## src/rtl/addsub_pkg.sv

```systemverilog
// Package: shared format encoding for the multi-format adder/subtractor.
// Assumes two select bits; the fourth code aliases twos complement.
package addsub_pkg;
    typedef enum logic [1:0] {
        FMT_SIGNMAG  = 2'b00,
        FMT_ONES     = 2'b01,
        FMT_TWOS     = 2'b10,
        FMT_TWOS_ALT = 2'b11
    } num_fmt_e;
endpackage

```

## src/rtl/addsub_ripple.sv

```systemverilog
// Module: W-bit ripple-carry chain built from generate/propagate terms.
// Purely combinational; assumes W >= 1.
module addsub_ripple #(
    parameter int W = 4
) (
    input  logic [W-1:0] x,
    input  logic [W-1:0] y,
    input  logic         cin,
    output logic [W-1:0] sum,
    output logic         cout
);
    logic [W:0] carry;

    assign carry[0] = cin;

    // One full-adder slice per bit position.
    for (genvar i = 0; i < W; i++) begin : g_slice
        logic gen_i;
        logic prop_i;
        assign gen_i        = x[i] & y[i];
        assign prop_i       = x[i] ^ y[i];
        assign sum[i]       = prop_i ^ carry[i];
        assign carry[i+1]   = gen_i | (prop_i & carry[i]);
    end

    assign cout = carry[W];
endmodule

```

## src/rtl/addsub_signmag.sv

```systemverilog
// Module: sign-magnitude add/subtract. Subtraction flips B's sign; equal
// signs add magnitudes, differing signs subtract smaller from larger.
// Assumes W >= 2. Zero results are always given a positive sign.
module addsub_signmag #(
    parameter int W = 4
) (
    input  logic [W-1:0] a,
    input  logic [W-1:0] b,
    input  logic         sub,
    output logic [W-1:0] res,
    output logic         ovf
);
    localparam int M = W - 1;

    logic         sgn_a;
    logic         sgn_b_eff;
    logic         differ;
    logic [M-1:0] mag_s;
    logic         mag_co;
    logic [M-1:0] mag_out;
    logic         sgn_out;

    assign sgn_a     = a[W-1];
    assign sgn_b_eff = b[W-1] ^ sub;
    assign differ    = sgn_a ^ sgn_b_eff;

    // Magnitude add, or magnitude subtract (ma + ~mb + 1) when signs differ.
    addsub_ripple #(.W(M)) u_mag (
        .x    (a[M-1:0]),
        .y    (b[M-1:0] ^ {M{differ}}),
        .cin  (differ),
        .sum  (mag_s),
        .cout (mag_co)
    );

    // Choose magnitude and sign; normalise zero to positive.
    always_comb begin
        ovf = 1'b0;
        if (!differ) begin
            mag_out = mag_s;
            sgn_out = sgn_a;
            ovf     = mag_co;
        end else if (mag_co) begin
            mag_out = mag_s;
            sgn_out = sgn_a;
        end else begin
            mag_out = ~mag_s + 1'b1;
            sgn_out = sgn_b_eff;
        end
        if (mag_out == '0) begin
            sgn_out = 1'b0;
        end
        res = {sgn_out, mag_out};
    end
endmodule

```

## src/rtl/addsub_ones.sv

```systemverilog
// Module: ones complement add/subtract with end-around carry.
// Subtraction inverts B. Overflow: like-signed operands, unlike result.
module addsub_ones #(
    parameter int W = 4
) (
    input  logic [W-1:0] a,
    input  logic [W-1:0] b,
    input  logic         sub,
    output logic [W-1:0] res,
    output logic         ovf
);
    logic [W-1:0] b_eff;
    logic [W-1:0] raw_sum;
    logic         raw_co;

    assign b_eff = b ^ {W{sub}};

    // First pass: plain unsigned addition.
    addsub_ripple #(.W(W)) u_add (
        .x    (a),
        .y    (b_eff),
        .cin  (1'b0),
        .sum  (raw_sum),
        .cout (raw_co)
    );

    // Fold the carry back in at bit 0 and judge the sign rule.
    always_comb begin
        res = raw_sum + {{(W-1){1'b0}}, raw_co};
        ovf = (a[W-1] == b_eff[W-1]) && (res[W-1] != a[W-1]);
    end
endmodule

```

## src/rtl/addsub_twos.sv

```systemverilog
// Module: twos complement add/subtract, carry out discarded.
// Subtraction is A + ~B + 1; overflow is carry-in xor carry-out of the MSB.
module addsub_twos #(
    parameter int W = 4
) (
    input  logic [W-1:0] a,
    input  logic [W-1:0] b,
    input  logic         sub,
    output logic [W-1:0] res,
    output logic         ovf
);
    logic [W-1:0] b_eff;
    logic         co;
    logic         c_into_msb;

    assign b_eff = b ^ {W{sub}};

    // Single pass with forced carry-in for subtraction.
    addsub_ripple #(.W(W)) u_add (
        .x    (a),
        .y    (b_eff),
        .cin  (sub),
        .sum  (res),
        .cout (co)
    );

    // Carry into the sign slice recovered from its sum bit.
    assign c_into_msb = a[W-1] ^ b_eff[W-1] ^ res[W-1];
    assign ovf        = c_into_msb ^ co;
endmodule

```

## src/rtl/addsub_multi.sv

```systemverilog
// Module: top of the multi-format adder/subtractor. Runs all three
// encodings side by side, selects one by fmt and registers result and flag.
// Assumes W >= 2; synchronous active-low reset clears the outputs.
module addsub_multi
    import addsub_pkg::*;
#(
    parameter int W = 4
) (
    input  logic         clk,
    input  logic         rst_n,
    input  logic [1:0]   fmt,
    input  logic         sub,
    input  logic [W-1:0] a,
    input  logic [W-1:0] b,
    output logic [W-1:0] res,
    output logic         ovf
);
    logic [W-1:0] sm_res, oc_res, tc_res;
    logic         sm_ovf, oc_ovf, tc_ovf;
    logic [W-1:0] sel_res;
    logic         sel_ovf;

    addsub_signmag #(.W(W)) u_sm (
        .a(a), .b(b), .sub(sub), .res(sm_res), .ovf(sm_ovf)
    );
    addsub_ones #(.W(W)) u_oc (
        .a(a), .b(b), .sub(sub), .res(oc_res), .ovf(oc_ovf)
    );
    addsub_twos #(.W(W)) u_tc (
        .a(a), .b(b), .sub(sub), .res(tc_res), .ovf(tc_ovf)
    );

    // Pick the datapath named by the format select.
    always_comb begin
        case (num_fmt_e'(fmt))
            FMT_SIGNMAG: begin sel_res = sm_res; sel_ovf = sm_ovf; end
            FMT_ONES:    begin sel_res = oc_res; sel_ovf = oc_ovf; end
            default:     begin sel_res = tc_res; sel_ovf = tc_ovf; end
        endcase
    end

    // Output register with synchronous clear.
    always_ff @(posedge clk) begin
        if (!rst_n) begin
            res <= '0;
            ovf <= 1'b0;
        end else begin
            res <= sel_res;
            ovf <= sel_ovf;
        end
    end

    assert_reset_clear_R1: assert property (@(posedge clk)
        !rst_n |=> (res == '0 && !ovf));

    // 0 + B in twos complement returns B one cycle later.
    assert_one_cycle_R2: assert property (@(posedge clk) disable iff (!rst_n)
        (fmt[1] && !sub && a == '0) |=> (res == $past(b) && !ovf));

    assert_twos_mixed_no_ovf_R5: assert property (@(posedge clk) disable iff (!rst_n)
        (fmt[1] && !sub && (a[W-1] != b[W-1])) |=> !ovf);

    assert_ones_mixed_no_ovf_R7: assert property (@(posedge clk) disable iff (!rst_n)
        (fmt == FMT_ONES && !sub && (a[W-1] != b[W-1])) |=> !ovf);

    assert_sm_mixed_no_ovf_R9: assert property (@(posedge clk) disable iff (!rst_n)
        (fmt == FMT_SIGNMAG && (a[W-1] ^ b[W-1] ^ sub)) |=> !ovf);

    assert_sm_pos_zero_R10: assert property (@(posedge clk) disable iff (!rst_n)
        (fmt == FMT_SIGNMAG) |=> !(res[W-1] && res[W-2:0] == '0));
endmodule

```

## config.mk

```make
export PLATFORM = sky130hd
export DESIGN_NAME = addsub_multi
export DESIGN_NICKNAME = d
export VERILOG_FILES = /design/src/rtl/addsub_pkg.sv /design/src/rtl/addsub_ripple.sv /design/src/rtl/addsub_signmag.sv /design/src/rtl/addsub_ones.sv /design/src/rtl/addsub_twos.sv /design/src/rtl/addsub_multi.sv
export SDC_FILE = /design/constraint.sdc
export NUM_CORES = 1
export LEC_CHECK = 0
export BUFFER_PORTS_ARGS = -buffer_cell sky130_fd_sc_hd__buf_2
export CAP_MARGIN = 10
export CORE_UTILIZATION = 35
export CTS_CLUSTER_SIZE = 25
export DETAILED_ROUTE_END_ITERATION = 6
export HOLD_SLACK_MARGIN = 0.08
export SLEW_MARGIN = 10
export SYNTH_ARGS = -nofsm -noshare
export SYNTH_HDL_FRONTEND = slang
export SYNTH_SLANG_ARGS = --single-unit
export TNS_END_PERCENT = 1
```

## constraint.sdc

```tcl
create_clock -name clk -period 5.8 [get_ports clk]
set_clock_uncertainty 0.1 [all_clocks]
set_input_delay 0.58 -clock clk [delete_from_list [all_inputs] [get_ports clk]]
set_output_delay 0.58 -clock clk [all_outputs]
set_load 0.01 [all_outputs]
```

==> results_dict.tcl <==
set metrics [dict create \
    outcome "finished, final reports clean" \
    cts_sinks 5 \
    grt_pass1_vias 558 \
    dpl_worst_slack_ns 2.299 \
    powerDensity_nw_per_um2 237.0 \
    worstHoldEndpoint "res[3]" \
    overflow 0 \
    drc 0 \
    drv_cap 0 \
    die_y_um 46.98 \
    multi_input_area_um2 549.3 \
    p_leak_nw 0.3960 \
    die_area_um2 2207 \
    setup_viol 0 \
    rsz0062_at_grt "no" \
    via_per_inst 4.491 \
    hp-class "in -> reg" \
    seqPwrFrac 0.213 \
    routedWlPerCell_um 10.51 \
    grt_pass1_wl_um 2318 \
    slowest_stage "fa_1" \
    p_comb_frac 0.590 \
    crit_type "in -> reg" \
    hold_viol 0 \
    min_path_cells 2 \
    layout_setup_ws_ns 2.565 \
    io_pins 18 \
    port_buffers 17 \
    cp.required_ns 5.83 \
    min-delay-start "rst_n" \
    yosysWarnings 0 \
    vias 521 \
    finalNetCount 118 \
    htree_levels 1 \
    path_cells "buf_2, xor2_1, ha_1, fa_1, fa_1, fa_1, ha_1, nand3_1, xor2_1, xor2_1, o41ai_1" \
    p_int_mw 0.1217 \
    cts_tree "built" \
    num-fill-cells 195 \
    synth.distinct_cells 26 \
    die_width_um 46.98 \
    maxSlewHeadroom 0.7978 \
    postSynthAreaPerCell_um2 9.701 \
    ctsLongestPathBuffers 2 \
    drtAntennaViolNets 0 \
    p_sw_mw 0.07489 \
    endpoint_kind "flop" \
    worst_slew_pin_slew_ns 0.3011 \
    yosysSeqAreaShare 0.1413 \
    rows 15 \
    grt_max_degree 10 \
    drive_gt1_frac 0.2418 \
    cp-start-kind "primary input" \
    vdd_ir_drop_max_uv 103.2 \
    fin_crit_ns 3.235 \
    whs_ns 0.5321 \
    syn2layout_area_growth_pct 17.14 \
    coreArea_um2 1802 \
    drt-total-wl_um 1219 \
    track_usage 0.1457 \
    regArea_um2 100.1 \
    cp.arrival_ns 3.26 \
    finalMaxSlewViolations 0 \
    drt_iter0_markers 14 \
    synth_seq_cells 5 \
    cts_hold_buf 0 \
    cts_resized 0 \
    path_max_fanout 6 \
    yosysTopAreaCellShare 0.2261 \
    gp_congestion 0.8446 \
    synth_cells 73 \
    num_antenna_cells 0 \
    clk_pin_slew_worst_paths_ns 0.04 \
    numCtsBuffers 3 \
    start_util 0.3931 \
    antenna_found_initial 0 \
    hpwl_um 1027 \
    synth_top_area_cell "fa_1" \
    synthTopCellsByArea "fa_1 (23%), dfxtp_1 (14%), ha_1 (8.8%), xor2_1 (8.7%), xnor2_1 (7.4%)" \
    fmax_mhz 309.1 \
    post-route-period-util 0.5577 \
    postCtsSetupRepairBufs 0 \
    switching_share 0.3809 \
    slowest_delay_ns 0.39 \
    syn_area_um2 708.2 \
    drt-pass1-iter-count 4 \
    cts-root-buf "clkbuf_4" \
    synth_nets 99 \
    clkPwrFrac 0.197 \
    finalSetupTns_ns 0 \
]
-- worst max path at each step --
stage | endpoint | startpoint | cells after the start | slack (ns)
floorplan | ovf | sub | 11 | 2.61
global route | ovf | sub | 11 | 2.32
detailed placement | ovf | sub | 11 | 2.30
global placement | ovf | sub | 11 | 2.36
finish | ovf | sub | 11 | 2.57
CTS | ovf | sub | 11 | 2.54
-- cell families after synthesis --
logic type | share of synthesized area
AO/OA/AOI/OAI | 0.1148
XOR/XNOR | 0.1997
adder cells (fa/ha/maj) | 0.3145
buffers and inverters | 0.08304
flip-flops | 0.1413
multiplexers | 0.05830
AND/OR/NAND/NOR | 0.08834
-- state kept, by name, summed over array words and instances, names as in the netlist --
name / flops
ovf: 1
res: 4
-- power by group through the flow --
| stage | Clock, mW | Sequential [mW] | Combinational (mW) |
|---|---|---|---|
| global route | 0.0436 | 0.0431 | 0.133 |
| finish | 0.0388 | 0.0419 | 0.116 |
| detailed placement | 0 | 0.0426 | 0.116 |
| CTS | 0.0412 | 0.0420 | 0.117 |
| floorplan | 0 | 0.0465 | 0.0839 |
| global placement | 0 | 0.0426 | 0.117 |
-- stage by stage --
| step | power, mW | utilization | area [um^2] | instances |
|---|---|---|---|---|
| 2_1_floorplan | 0.1304 | - | 708.2 | 73 |
| 3_3_place_gp | 0.1600 | 0.4458 | 803.3 | 112 |
| 3_5_place_dp | 0.1582 | 0.4458 | 803.3 | 112 |
| 4_1_cts | 0.2001 | 0.4604 | 829.5 | 116 |
| 5_1_grt | 0.2200 | 0.4604 | 829.5 | 116 |
| 6_report | 0.1966 | 0.4604 | 829.5 | 116 |
-- cells in the final DEF (no fill, tap or decap), types with 2 or more instances in the layout --
cell      Yosys  routed
clkbuf_4      0       3
mux2i_1       3       3
dfxtp_1       5       5
nand3b_1      2       2
xnor2_1       6       6
o21a_1        2       2
inv_1        10      10
ha_1          5       5
xor2_1        7       7
fa_1          8       8
nand2_1       8       8
buf_2         2      17
-- synthesized netlist by cell type --
cell type,count
inv_1,10
fa_1,8
nand2_1,8
xor2_1,7
xnor2_1,6
dfxtp_1,5
ha_1,5
mux2i_1,3
buf_2,2
nand3b_1,2
o21a_1,2
a21boi_0,1
a21oi_1,1
a311oi_1,1
a31oi_1,1
a32o_1,1
buf_6,1
mux2_2,1
nand2b_1,1
nand3_1,1
nor4_1,1
o211ai_1,1
o21ai_0,1
o31ai_1,1
o41ai_1,1
xor2_4,1
-- layout make-up --
| type | count | area share |
|---|---|---|
| well taps | 25 | 0.03771 |
| clock buffers | 4 | 0.03167 |
| multi-input cells | 55 | 0.6621 |
| repair buffers | 17 | 0.1026 |
| inverters | 10 | 0.04525 |
| flip-flops and latches | 5 | 0.1207 |
-- routing by layer --
layer	up-vias	track usage	wire length [um]	part of all wire
li1	274	-	-	-
met1	233	0.1948	618	0.51
met2	14	0.2472	568	0.47
met3	0	0	32	0.026
met4	0	0.06857	0	0
met5	-	0	0	0
-- worst max-delay path: cells and delay by family --
kind / cells / cell delay (ns)
buffers and inverters: 1 / 0.18
AND/OR/NAND/NOR: 1 / 0.10
adder cells (fa/ha/maj): 5 / 1.59
XOR/XNOR: 3 / 0.50
AO/OA/AOI/OAI: 1 / 0.31
Power figures use the tool's default switching activity.
